**src/rtl/scan_addr_gen.sv**
```systemverilog
module scan_addr_gen #(
  parameter int ADDR_W = 24,
  parameter int FLD_W  = 10
) (
  input  logic              clk,
  input  logic              rst_n,
  input  logic [3*FLD_W-1:0] win_size,
  input  logic [ADDR_W-1:0] base_long,
  input  logic [ADDR_W-1:0] base_short,
  input  logic              interlace_en,
  input  logic              line_dbl_en,
  input  logic              pix_dbl_en,
  input  logic              vblank,
  input  logic              line_start,
  input  logic              field_odd,
  output logic              mem_req,
  output logic [ADDR_W-1:0] mem_addr,
  input  logic              mem_gnt,
  output logic              mem_last,
  output logic              fetch_busy
);
  localparam int MOD_LSB = 2*FLD_W;
  localparam int HGT_LSB = FLD_W;

  logic [FLD_W-1:0]  mod_q, hgt_q, wid_q, wcnt, lcnt;
  logic              dbl_q, pd_q, rep, busy, gap, done;
  logic [ADDR_W-1:0] line_base, addr_q;
  logic              accept;

  assign mem_req    = busy && !gap;
  assign mem_addr   = addr_q;
  assign mem_last   = mem_req && (wcnt == wid_q);
  assign fetch_busy = busy;
  assign accept     = mem_req && mem_gnt;

  always_ff @(posedge clk or negedge rst_n) begin
    if (!rst_n) begin
      mod_q     <= '0;
      hgt_q     <= '0;
      wid_q     <= '0;
      dbl_q     <= 1'b0;
      pd_q      <= 1'b0;
      line_base <= '0;
      addr_q    <= '0;
      wcnt      <= '0;
      lcnt      <= '0;
      rep       <= 1'b0;
      busy      <= 1'b0;
      gap       <= 1'b0;
      done      <= 1'b0;
    end else if (vblank) begin
      mod_q     <= win_size[MOD_LSB +: FLD_W];
      hgt_q     <= win_size[HGT_LSB +: FLD_W];
      wid_q     <= win_size[0 +: FLD_W];
      dbl_q     <= line_dbl_en;
      pd_q      <= pix_dbl_en;
      line_base <= (interlace_en && field_odd) ? base_short : base_long;
      wcnt      <= '0;
      lcnt      <= '0;
      rep       <= 1'b0;
      busy      <= 1'b0;
      gap       <= 1'b0;
      done      <= 1'b0;
    end else begin
      gap <= accept && pd_q;
      if (!busy && line_start && !done) begin
        busy   <= 1'b1;
        addr_q <= line_base;
        wcnt   <= '0;
      end else if (accept) begin
        if (wcnt == wid_q) begin
          busy <= 1'b0;
          if (dbl_q && !rep) begin
            rep <= 1'b1;
          end else begin
            rep       <= 1'b0;
            line_base <= line_base + ADDR_W'(wid_q) + ADDR_W'(mod_q);
            lcnt      <= lcnt + 1'b1;
            if (lcnt == hgt_q) done <= 1'b1;
          end
        end else begin
          addr_q <= addr_q + 1'b1;
          wcnt   <= wcnt + 1'b1;
        end
      end
    end
  end
endmodule

```
**config.mk**
```make
export PLATFORM = sky130hd
export DESIGN_NAME = scan_addr_gen
export DESIGN_NICKNAME = d
export VERILOG_FILES = /design/src/rtl/scan_addr_gen.sv
export SDC_FILE = /design/constraint.sdc
export NUM_CORES = 1
export LEC_CHECK = 0
export ABC_AREA = 0
export BUFFER_PORTS_ARGS = -buffer_cell sky130_fd_sc_hd__buf_4
export CORE_MARGIN = 5
export CORE_UTILIZATION = 60
export CTS_CLUSTER_SIZE = 14
export DETAILED_ROUTE_END_ITERATION = 10
export GPL_TIMING_DRIVEN = 1
export PLACE_DENSITY = 0.85
export SYNTH_ARGS = -nofsm -noshare
export SYNTH_HDL_FRONTEND = slang
export SYNTH_SLANG_ARGS = --single-unit
```
**constraint.sdc**
```tcl
create_clock -name clk -period 8.7 [get_ports clk]
set_input_delay 0.87 -clock clk [delete_from_list [all_inputs] [get_ports clk]]
set_output_delay 0.87 -clock clk [all_outputs]
set_load 0.02 [all_outputs]
```
==> metrics, run 1 <==
row count=37; GRT Total Usage=0.254; TritonCTS buffer count=9; DIE HEIGHT=about 110 µm; Final Hold Fails=0; Yosys top cell area share=0.419; initial core utilization=0.608; Slew Limit Fails=0; layout cells sized above 1=0.236; routability cong.=between 0.8 and 0.9; synthesized area per cell=approximately 9.4 µm²; final period utilization=0.368; Syn Inst Count=around 660; worst slew pin tran=1010 ps; WL final=roughly 16000 µm; first-pass GRT wire length=26100 µm; First DRT Iteration DRCs=467; arrival time at the worst endpoint=3440 ps; DR WL/cell=17.6 µm; Worst Setup EP=line_base[23]$_DFFE_PN0P_; Final setup viols=0; CP Buf/Inv Count=1; sequential power share=0.454; Net Switching=513 µW; Int Pwr=slightly below 900 µW; Post-synth ARST share=1.00; Die W=about 110 µm; most frequent cells after synthesis=dfrtp_1 (104), nand2_1 (103), nor2_1 (47); Area growth syn-to-layout=17.2%; Syn Nets=between 700 and 800; Synth Flop Type=dfrtp_1; Final WS setup=5500 ps; critical path cell sequence=fa_1 > ha_1 > inv_1 > fa_1 > nor2b_1 > o2111a_1 > o311ai_2 > a2111oi_2 > xnor2_1 > a21oi_1; max_slew headroom=0.329; DRC=0; RR Endpoint=line_base[23]$_DFFE_PN0P_; Place WS=roughly 5200 ps; Worst Skew=13.3 ps; Leak=0.00320 µW; Congestion Overflow GR=0; most frequent cell on the critical path=fa_1; Worst Hold Class=primary input to async pin; Switching Fraction=0.372; hpwl dp=11500 µm; clk_lat worst skew=380 ps; Comb power frac=0.349; FF-to-FF setup slack=about 5500 ps; routed vias=between 5000 and 6000; Post-Route Setup TNS=0 ps; H-tree depth=3; RSZ-0062 raised after global routing=false; clock-pin slew on the worst setup and hold paths=about 90 ps; most common cell in the synthesized netlist=dfrtp_1; CP Capture Type=register; clock share of power=0.197; Post-DRT Antenna Nets=0; Syn. warnings=0; cell accounting for the most synthesized area=dfrtp_1; final net count=864; CTS Sinks=roughly 100; delay-heaviest family, CP=adder cells; PortBufs=between 100 and 150; FF-to-FF Start=wid_q[1]$_DFFE_PN0P_; top cells by area, synth=dfrtp_1 (42%), nand2_1 (6.2%), mux2_2 (5.3%); critical path type=register to register; Max VDD drop=around 0.12 mV; fin cells=894; Util after Layout=0.712; CP max stage cell=fa_1; Antenna Cells=0; Crit. path cell count=10; maximum buffer depth of the clock tree=2; Post-Place Cells=just under 900; worst r2r path cells=10; post-synthesis register bit count=104; Power Density=around 190 mW/mm²; hold buffer count at CTS=0; DR vias/cell=~6.0; Core Region=slightly above 0.01 mm²; max_cap viols=0; critical path required time=8930 ps; CP Launch Point=wid_q[1]$_DFFE_PN0P_; Critical Path Max Stage Delay=about 540 ps; initial antenna violation count=0; CP Max Fanout=7; drt pass-1 iters=6; outcome=complete, no violations; post-synthesis sequential area ratio=0.419; min cycle time layout=roughly 3200 ps; largest net degree at the start of global routing=83; vias in the first global route=~5300; highest clock rate=~0.31 GHz; EDFF count, synth=0; CTS tree=built; CTS resizes=0; Mapped Area=about 0.0062 mm²; count of unique library cells instantiated by Yosys=58; top-level I/O count=roughly 110; clock root buffer=clkbuf_8; Setup crit start kind=register; Post-CTS Repair Setup Buffers=0; die area=approximately 0.012 mm²
## metal layers
metal | wire length [µm] | vias to the layer above | track usage
li1 | - | 2534 | -
met1 | 6690 | 2604 | 0.348
met2 | 7720 | 227 | 0.415
met3 | 1140 | 16 | 0.0516
met4 | 198 | 0 | 0.0633
met5 | 0 | - | 0
## worst min path at each step
stage	start	endpoint	slack, ps	cells past startpoint
finish	rst_n	mem_addr[3]$_DFFE_PN0P_	450	1
global route	rst_n	mem_addr[4]$_DFFE_PN0P_	500	1
CTS	rst_n	mem_addr[3]$_DFFE_PN0P_	470	1
detailed placement	pd_q$_DFFE_PN0P_	pd_q$_DFFE_PN0P_	460	2
global placement	pd_q$_DFFE_PN0P_	pd_q$_DFFE_PN0P_	450	2
floorplan	pd_q$_DFFE_PN0P_	pd_q$_DFFE_PN0P_	440	2
## worst register-to-register path, stage by stage (launching register included)
cell and delay (ps):
dfrtp_1 440, fa_1 550, ha_1 200, inv_1 70
fa_1 380, nor2b_1 210, o2111a_1 280, o311ai_2 300
a2111oi_2 410, xnor2_1 160, a21oi_1 80
## power by group through the flow
stage               combinational, µW  sequential, µW  clock, µW
floorplan                         279             655          0
detailed placement                479             635          0
global placement                  461             629          0
CTS                               481             625        275
global route                      530             637        296
finish                            481             627        272
## logic make-up after synthesis
kind of cell             Yosys count  synth area share
adder cells (fa/ha/maj)           24            0.0616
flip-flops                       104             0.419
AO/OA/AOI/OAI                    142             0.154
AND/OR/NAND/NOR                  261             0.207
XOR/XNOR                          51            0.0718
multiplexers                      31            0.0557
buffers and inverters             48            0.0320
## sequential cells by signal, indices dropped and copies added, names as in the netlist, 10 cells and up
| register | cells |
|---|---|
| wid_q | 10 |
| wcnt | 10 |
| lcnt | 10 |
| mod_q | 10 |
| hgt_q | 10 |
| line_base | 24 |
| mem_addr | 24 |
## stage by stage
stage / hold WS (ps) / instance area [µm²] / power (µW)
2_1_floorplan: 436 / 6220 / 934
3_3_place_gp: 454 / 7110 / 1090
3_5_place_dp: 463 / 7110 / 1110
4_1_cts: 467 / 7290 / 1380
5_1_grt: 496 / 7290 / 1460
6_report: 449 / 7290 / 1380
## cell usage in the layout (no fill, tap or decap), types with 13 or more instances in the layout
master     n
a21oi_1   40
a31oi_1   13
and3_1    28
buf_4    116
dfrtp_1  104
ha_1      13
mux2_2    29
nand2_1  103
nand3_1   25
nand4_1   20
nor2_1    47
o21ai_0   20
xnor2_1   27
xor2_1    24
## final cells by class
| class | instances | area [µm²] |
|---|---|---|
| clock buffers | 9 | 124 |
| clock inverters | 7 | 48.8 |
| fillers | 794 | 2950 |
| inverters | 13 | 48.8 |
| multi-input cells | 509 | 3420 |
| flip-flops and latches | 104 | 2600 |
| well taps | 136 | 170 |
| repair buffers | 116 | 871 |
(Power assumes the default switching activity.)
==> run 2: changes to the inputs <==
--- a/config.mk
+++ b/config.mk
@@ -5,14 +5,14 @@
 export SDC_FILE = /design/constraint.sdc
 export NUM_CORES = 1
 export LEC_CHECK = 0
-export ABC_AREA = 0
+export ABC_AREA = 1
 export BUFFER_PORTS_ARGS = -buffer_cell sky130_fd_sc_hd__buf_4
 export CORE_MARGIN = 5
-export CORE_UTILIZATION = 60
+export CORE_UTILIZATION = 52
 export CTS_CLUSTER_SIZE = 14
 export DETAILED_ROUTE_END_ITERATION = 10
 export GPL_TIMING_DRIVEN = 1
-export PLACE_DENSITY = 0.85
+export PLACE_DENSITY = 0.77
 export SYNTH_ARGS = -nofsm -noshare
 export SYNTH_HDL_FRONTEND = slang
 export SYNTH_SLANG_ARGS = --single-unit
==> constraint.sdc (replaced) <==
create_clock -name clk -period 2.9 [get_ports clk]
set_input_delay 0.29 -clock clk [delete_from_list [all_inputs] [get_ports clk]]
set_output_delay 0.29 -clock clk [all_outputs]
set_load 0.02 [all_outputs]
==> metrics, run 2 <==
initial antenna violation count=0 (unchanged); Syn. warnings=0 (unchanged); synthesized area per cell=6.65 µm² (was 9.41 µm²); DR vias/cell=5.32 (was 6.02); Post-Place Cells=1361 (was 878); post-synthesis sequential area ratio=0.358 (was 0.419); final net count=1303 (was 864); initial core utilization=0.528 (was 0.608); most frequent cells after synthesis=nand2_1 (393), inv_1 (131), nor2_1 (118) (was dfrtp_1 (104), nand2_1 (103), nor2_1 (47)); EDFF count, synth=0 (unchanged); most common cell in the synthesized netlist=nand2_1 (was dfrtp_1); top-level I/O count=114 (unchanged); post-synthesis register bit count=104 (unchanged); CTS Sinks=104 (unchanged); min cycle time layout=2670 ps (was 3200 ps); clk_lat worst skew=360 ps (was 380 ps); vias in the first global route=6877 (was 5277); Setup crit start kind=register (unchanged); CTS resizes=0 (unchanged); WL final=21300 µm (was 15700 µm); row count=43 (was 37); Core Region=0.0138 mm² (was 0.0102 mm²); Syn Inst Count=1094 (was 661); Post-Route Setup TNS=0 ps (unchanged); outcome=complete, no violations (unchanged); clock-pin slew on the worst setup and hold paths=70 ps (was 90 ps); GRT Total Usage=0.267 (was 0.254); max_slew headroom=0.450 (was 0.329); total power=5850 µW (was 1380 µW); Antenna Cells=0 (unchanged); metal3 WL=1720 µm (was 1140 µm); Comb power frac=0.432 (was 0.349); DIE HEIGHT=128 µm (was 112 µm); Post-Route M1 WL=9280 µm (was 6690 µm); PortBufs=113 (unchanged); Mapped Area=0.00727 mm² (was 0.00622 mm²); Slew Limit Fails=0 (unchanged); FF-to-FF Start=mod_q[1]$_DFFE_PN0P_ (was wid_q[1]$_DFFE_PN0P_); Net Switching=2470 µW (was 513 µW); largest net degree at the start of global routing=81 (was 83); fin cells=1375 (was 894); CP Launch Point=mod_q[1]$_DFFE_PN0P_ (was wid_q[1]$_DFFE_PN0P_); highest clock rate=0.374 GHz (was 0.312 GHz); top sig layer=met4 (unchanged); Syn Nets=1205 (was 772); drt pass-1 iters=5 (was 6); final period utilization=0.922 (was 0.368); CP Max Fanout=5 (was 7); CTS tree=built (unchanged); Final Hold Fails=0 (unchanged); sequential power share=0.354 (was 0.454); leading cell type in the layout, fill and taps excluded=nand2_1 (was buf_4); Switching Fraction=0.422 (was 0.372); hold buffer count at CTS=0 (unchanged); Area growth syn-to-layout=17.3% (was 17.2%); DR WL/cell=15.5 µm (was 17.6 µm); worst slew pin tran=824 ps (was 1010 ps); Congestion Overflow GR=0 (unchanged); Worst Skew=8.33 ps (was 13.3 ps); clock root buffer=clkbuf_16 (was clkbuf_8); Leak=0.00432 µW (was 0.00320 µW); Yosys top cell area share=0.358 (was 0.419); Max VDD drop=0.400 mV (was 0.115 mV); DRC=0 (unchanged); Final setup viols=0 (unchanged); layout cells sized above 1=0.137 (was 0.236); routed vias=7314 (was 5381); Post-CTS Repair Setup Buffers=0 (unchanged); Synth Flop Type=dfrtp_1 (unchanged); clock share of power=0.214 (was 0.197); Post-DRT Antenna Nets=0 (unchanged); Int Pwr=3380 µW (was 867 µW); cell accounting for the most synthesized area=dfrtp_1 (unchanged); routability cong.=0.985 (was 0.870); top cells by area, synth=dfrtp_1 (36%), nand2_1 (20%), inv_1 (6.8%) (was dfrtp_1 (42%), nand2_1 (6.2%), mux2_2 (5.3%)); Post-synth ARST share=1.00 (unchanged); first-pass GRT wire length=34800 µm (was 26100 µm); hpwl dp=16100 µm (was 11500 µm); maximum buffer depth of the clock tree=2 (unchanged); critical path type=register to register (unchanged); RSZ-0062 raised after global routing=false (unchanged); Worst Hold Class=primary input to async pin (unchanged); max_cap viols=0 (unchanged); die area=0.0165 mm² (was 0.0125 mm²); Die W=128 µm (was 112 µm); First DRT Iteration DRCs=783 (was 467); count of unique library cells instantiated by Yosys=36 (was 58); H-tree depth=3 (unchanged); commonest non-fill, non-tap cells in the layout=nand2_1 (393), inv_1 (131), buf_4 (119) (was buf_4 (116), dfrtp_1 (104), nand2_1 (103)); TritonCTS buffer count=9 (unchanged); CP Capture Type=register (unchanged); Power Density=686 mW/mm² (was 190 mW/mm²); critical path required time=3150 ps (was 8930 ps); arrival time at the worst endpoint=2920 ps (was 3440 ps); met2 wire len=9750 µm (was 7720 µm)
## run 2: cell types whose count changed after synthesis, sizes merged, moves of 9 or more
cell | previous run | this run
xnor2 | 27 | 3
a21oi | 41 | 19
o21ai | 28 | 111
nand3 | 25 | 71
a31oi | 14 | 1
nand4 | 21 | 12
a211oi | 13 | 0
nand2 | 103 | 395
a2bb2oi | 11 | 0
mux2 | 29 | 0
and3 | 28 | 0
inv | 12 | 135
nor2 | 47 | 120
## run 2: power by group through the flow
| stage | clock [µW] | sequential [µW] | combinational, µW |
|---|---|---|---|
| global placement | 0 | 2080 | 2470 |
| finish | 1260 | 2070 | 2530 |
| CTS | 1270 | 2060 | 2520 |
| floorplan | 0 | 2120 | 1640 |
| detailed placement | 0 | 2090 | 2510 |
| global route | 1340 | 2110 | 2880 |
## run 2: through the flow
stage | util | area [µm²] | setup WS, ps | hold WS [ps]
CTS | 0.619 | 8530 | 260 | 50.5
global placement | 0.598 | 8240 | 379 | 427
global route | 0.619 | 8530 | 5.58 | 96.9
finish | 0.619 | 8530 | 227 | 16.8
floorplan | - | 7270 | 575 | -5.59
detailed placement | 0.598 | 8240 | 275 | 425
## run 2: final cells by class
cell class | instances | area, µm²
repair buffers | 121 | 933
inverters | 135 | 509
clock inverters | 4 | 53.8
clock buffers | 10 | 239
fillers | 1346 | 5240
well taps | 180 | 225
flip-flops and latches | 104 | 2600
multi-input cells | 821 | 3970
## run 2: path summary, 6_finish.rpt
kind                            slack, ps  cells after the start                        end
worst max-delay path                  230                     14  line_base[13]$_DFFE_PN0P_
worst min-delay path                   20                      1       hgt_q[7]$_DFFE_PN0P_
worst max register to register        230                     14  line_base[13]$_DFFE_PN0P_
worst min register to register        470                      2           pd_q$_DFFE_PN0P_
max in group asynchronous            2150                      2   mem_addr[15]$_DFFE_PN0P_
min in group clk                      130                      3           pd_q$_DFFE_PN0P_
## run 2: metal layers
layer / vias up / global-route usage
li1: 3637 / -
met1: 3339 / 0.373
met2: 310 / 0.423
met3: 28 / 0.0421
met4: 0 / 0.0918
met5: - / 0
## run 2: logic make-up after synthesis
logic type                 synth area share
adders and majority gates            0.0526
and+or+nand+nor                       0.353
AOI/OAI and AO/OA                     0.111
buffers and inverters                0.0970
xor gates and xnor gates             0.0289
DFF                                   0.358
## run 2: worst max-delay path, stage by stage (launching register included)
cell and delay (ps):
dfrtp_1 400, fa_1 540, ha_1 190, inv_1 70, fa_1 380, inv_1 150, nand3_1 80, nand3_1 140
nand2_1 90, nand3_1 140, nand2_1 70, nand3_1 80, o21ai_0 110, nand2_1 70, nand2_1 50
==> run 3: changes to the inputs <==
--- a/config.mk
+++ b/config.mk
@@ -7,8 +7,10 @@
 export LEC_CHECK = 0
 export ABC_AREA = 1
 export BUFFER_PORTS_ARGS = -buffer_cell sky130_fd_sc_hd__buf_4
+export CELL_PAD_IN_SITES_DETAIL_PLACEMENT = 0
+export CELL_PAD_IN_SITES_GLOBAL_PLACEMENT = 1
 export CORE_MARGIN = 5
-export CORE_UTILIZATION = 52
+export CORE_UTILIZATION = 37
 export CTS_CLUSTER_SIZE = 14
 export DETAILED_ROUTE_END_ITERATION = 10
 export GPL_TIMING_DRIVEN = 1
==> metrics, run 3 (synthesis gave the netlist of run 2 again) <==
outcome=finished, violations left (was complete, no violations); failing checks=negative hold slack; WL final=22300 µm (was 21300 µm); critical path type=register to register (unchanged); hpwl dp=17300 µm (was 16100 µm); Final Hold Fails=7 (was 0); CP Max Fanout=5 (unchanged); Max VDD drop=0.369 mV (was 0.400 mV); routed vias=7114 (was 7314); Worst Skew=8.65 ps (was 8.33 ps); die area=0.0226 mm² (was 0.0165 mm²); GRT Total Usage=0.205 (was 0.267); final period utilization=0.884 (was 0.922); Final setup viols=0 (unchanged); drt pass-1 iters=7 (was 5); clock-pin slew on the worst setup and hold paths=70 ps (about the same); commonest non-fill, non-tap cells in the layout=nand2_1 (393), inv_1 (131), buf_4 (123) (was nand2_1 (393), inv_1 (131), buf_4 (119)); first-pass GRT wire length=36300 µm (was 34800 µm); worst r2r path cells=14 (unchanged); Setup crit start kind=register (unchanged); H-tree depth=3 (unchanged); CTS tree=built (unchanged); First DRT Iteration DRCs=443 (was 783); Post-CTS Repair Setup Buffers=0 (unchanged); maximum buffer depth of the clock tree=2 (unchanged); DR vias/cell=4.86 (was 5.32); initial antenna violation count=0 (unchanged); Post-DRT Antenna Nets=0 (unchanged); max_slew headroom=0.505 (was 0.450); Post-Route Setup TNS=0 ps (unchanged); total power=5910 µW (was 5850 µW); top-level I/O count=114 (unchanged); WHS=-4.59 ps (was 16.8 ps); TritonCTS buffer count=9 (unchanged); Area growth syn-to-layout=19.3% (was 17.3%); Die W=150 µm (was 128 µm); Core Region=0.0194 mm² (was 0.0138 mm²); Congestion Overflow GR=0 (unchanged); Leak=0.00436 µW (was 0.00432 µW); Slew Limit Fails=0 (unchanged); row count=51 (was 43); final net count=1307 (was 1303); min cycle time layout=2560 ps (was 2670 ps); CTS resizes=0 (unchanged); highest clock rate=0.390 GHz (was 0.374 GHz); vias in the first global route=6830 (was 6877); DRC=0 (unchanged); clk_lat worst skew=350 ps (was 360 ps); initial core utilization=0.375 (was 0.528); CP Capture Type=register (unchanged); DIE HEIGHT=150 µm (was 128 µm); DR WL/cell=15.2 µm (was 15.5 µm); leading cell type in the layout, fill and taps excluded=nand2_1 (unchanged); routability cong.=0.885 (was 0.985); Power Density=681 mW/mm² (was 686 mW/mm²); critical path required time=3140 ps (was 3150 ps); worst slew pin tran=742 ps (was 824 ps); Antenna Cells=0 (unchanged); Worst Hold Class=primary input to async pin (unchanged); hold buffer count at CTS=0 (unchanged); clock root buffer=clkbuf_16 (unchanged); arrival time at the worst endpoint=2810 ps (was 2920 ps); PortBufs=113 (unchanged); layout cells sized above 1=0.141 (was 0.137); RSZ-0062 raised after global routing=false (unchanged); CTS Sinks=104 (unchanged); max_cap viols=0 (unchanged); largest net degree at the start of global routing=82 (was 81)
run 3: cell count changes in the layout (fill, tap and decap cells not counted), sizes merged:
| cell | before | now |
|---|---|---|
| clkinvlp | 2 | 1 |
| clkinv | 0 | 1 |
| buf | 121 | 125 |
| clkbuf | 10 | 11 |
run 3: worst max-delay path: stages, from the launching register on:
cell and delay (ps):
dfrtp_1 400, fa_1 540, ha_1 170, inv_1 50
fa_1 350, inv_1 150, nand3_1 90, nand3_1 150
nand2_1 90, nand2_1 90, nand2_1 50, nand3_1 70
o21ai_0 110, nand2_1 100, o21ai_2 50
run 3: path summary, 6_finish.rpt:
path	start	endpoint	slack, ps
max reg2reg	mod_q[1]$_DFFE_PN0P_	line_base[9]$_DFFE_PN0P_	340
min reg2reg	dbl_q$_DFFE_PN0P_	dbl_q$_DFFE_PN0P_	470
max in group asynchronous	rst_n	line_base[7]$_DFFE_PN0P_	2140
min in group clk	win_size[27]	mod_q[7]$_DFFE_PN0P_	130
max	mod_q[1]$_DFFE_PN0P_	line_base[9]$_DFFE_PN0P_	340
min	rst_n	hgt_q[4]$_DFFE_PN0P_	-5
run 3: per-layer routing:
layer	share of wire	GRT usage	routed length (µm)
met5	0	0	0
met2	0.46	0.331	10200
met3	0.053	0.0325	1180
met4	0.012	0.0425	278
met1	0.48	0.292	10600
run 3: area by class of cell:
type | instances | area [µm²]
fillers | 2089 | 10700
multi-input cells | 821 | 3970
flip-flops and latches | 104 | 2600
repair buffers | 125 | 963
inverters | 135 | 509
well taps | 265 | 332
clock buffers | 11 | 253
clock inverters | 4 | 51.3
run 3: per-stage QoR:
step | cells | util | setup slack (ps) | hold WS, ps | area [µm²]
after floorplan | 1094 | - | 575 | -5.59 | 7270
after global placement | 1450 | 0.432 | 376 | 414 | 8370
after detailed placement | 1450 | 0.432 | 351 | 409 | 8370
after CTS | 1465 | 0.447 | 346 | 29.1 | 8680
after global routing | 1465 | 0.447 | 76.9 | 44.2 | 8680
final | 1465 | 0.447 | 336 | -4.59 | 8680
run 3: power breakdown:
part / switching [µW] / internal [µW]
clock: 581 / 715
sequential: 350 / 1730
combinational: 1560 / 977
total: 2490 / 3420
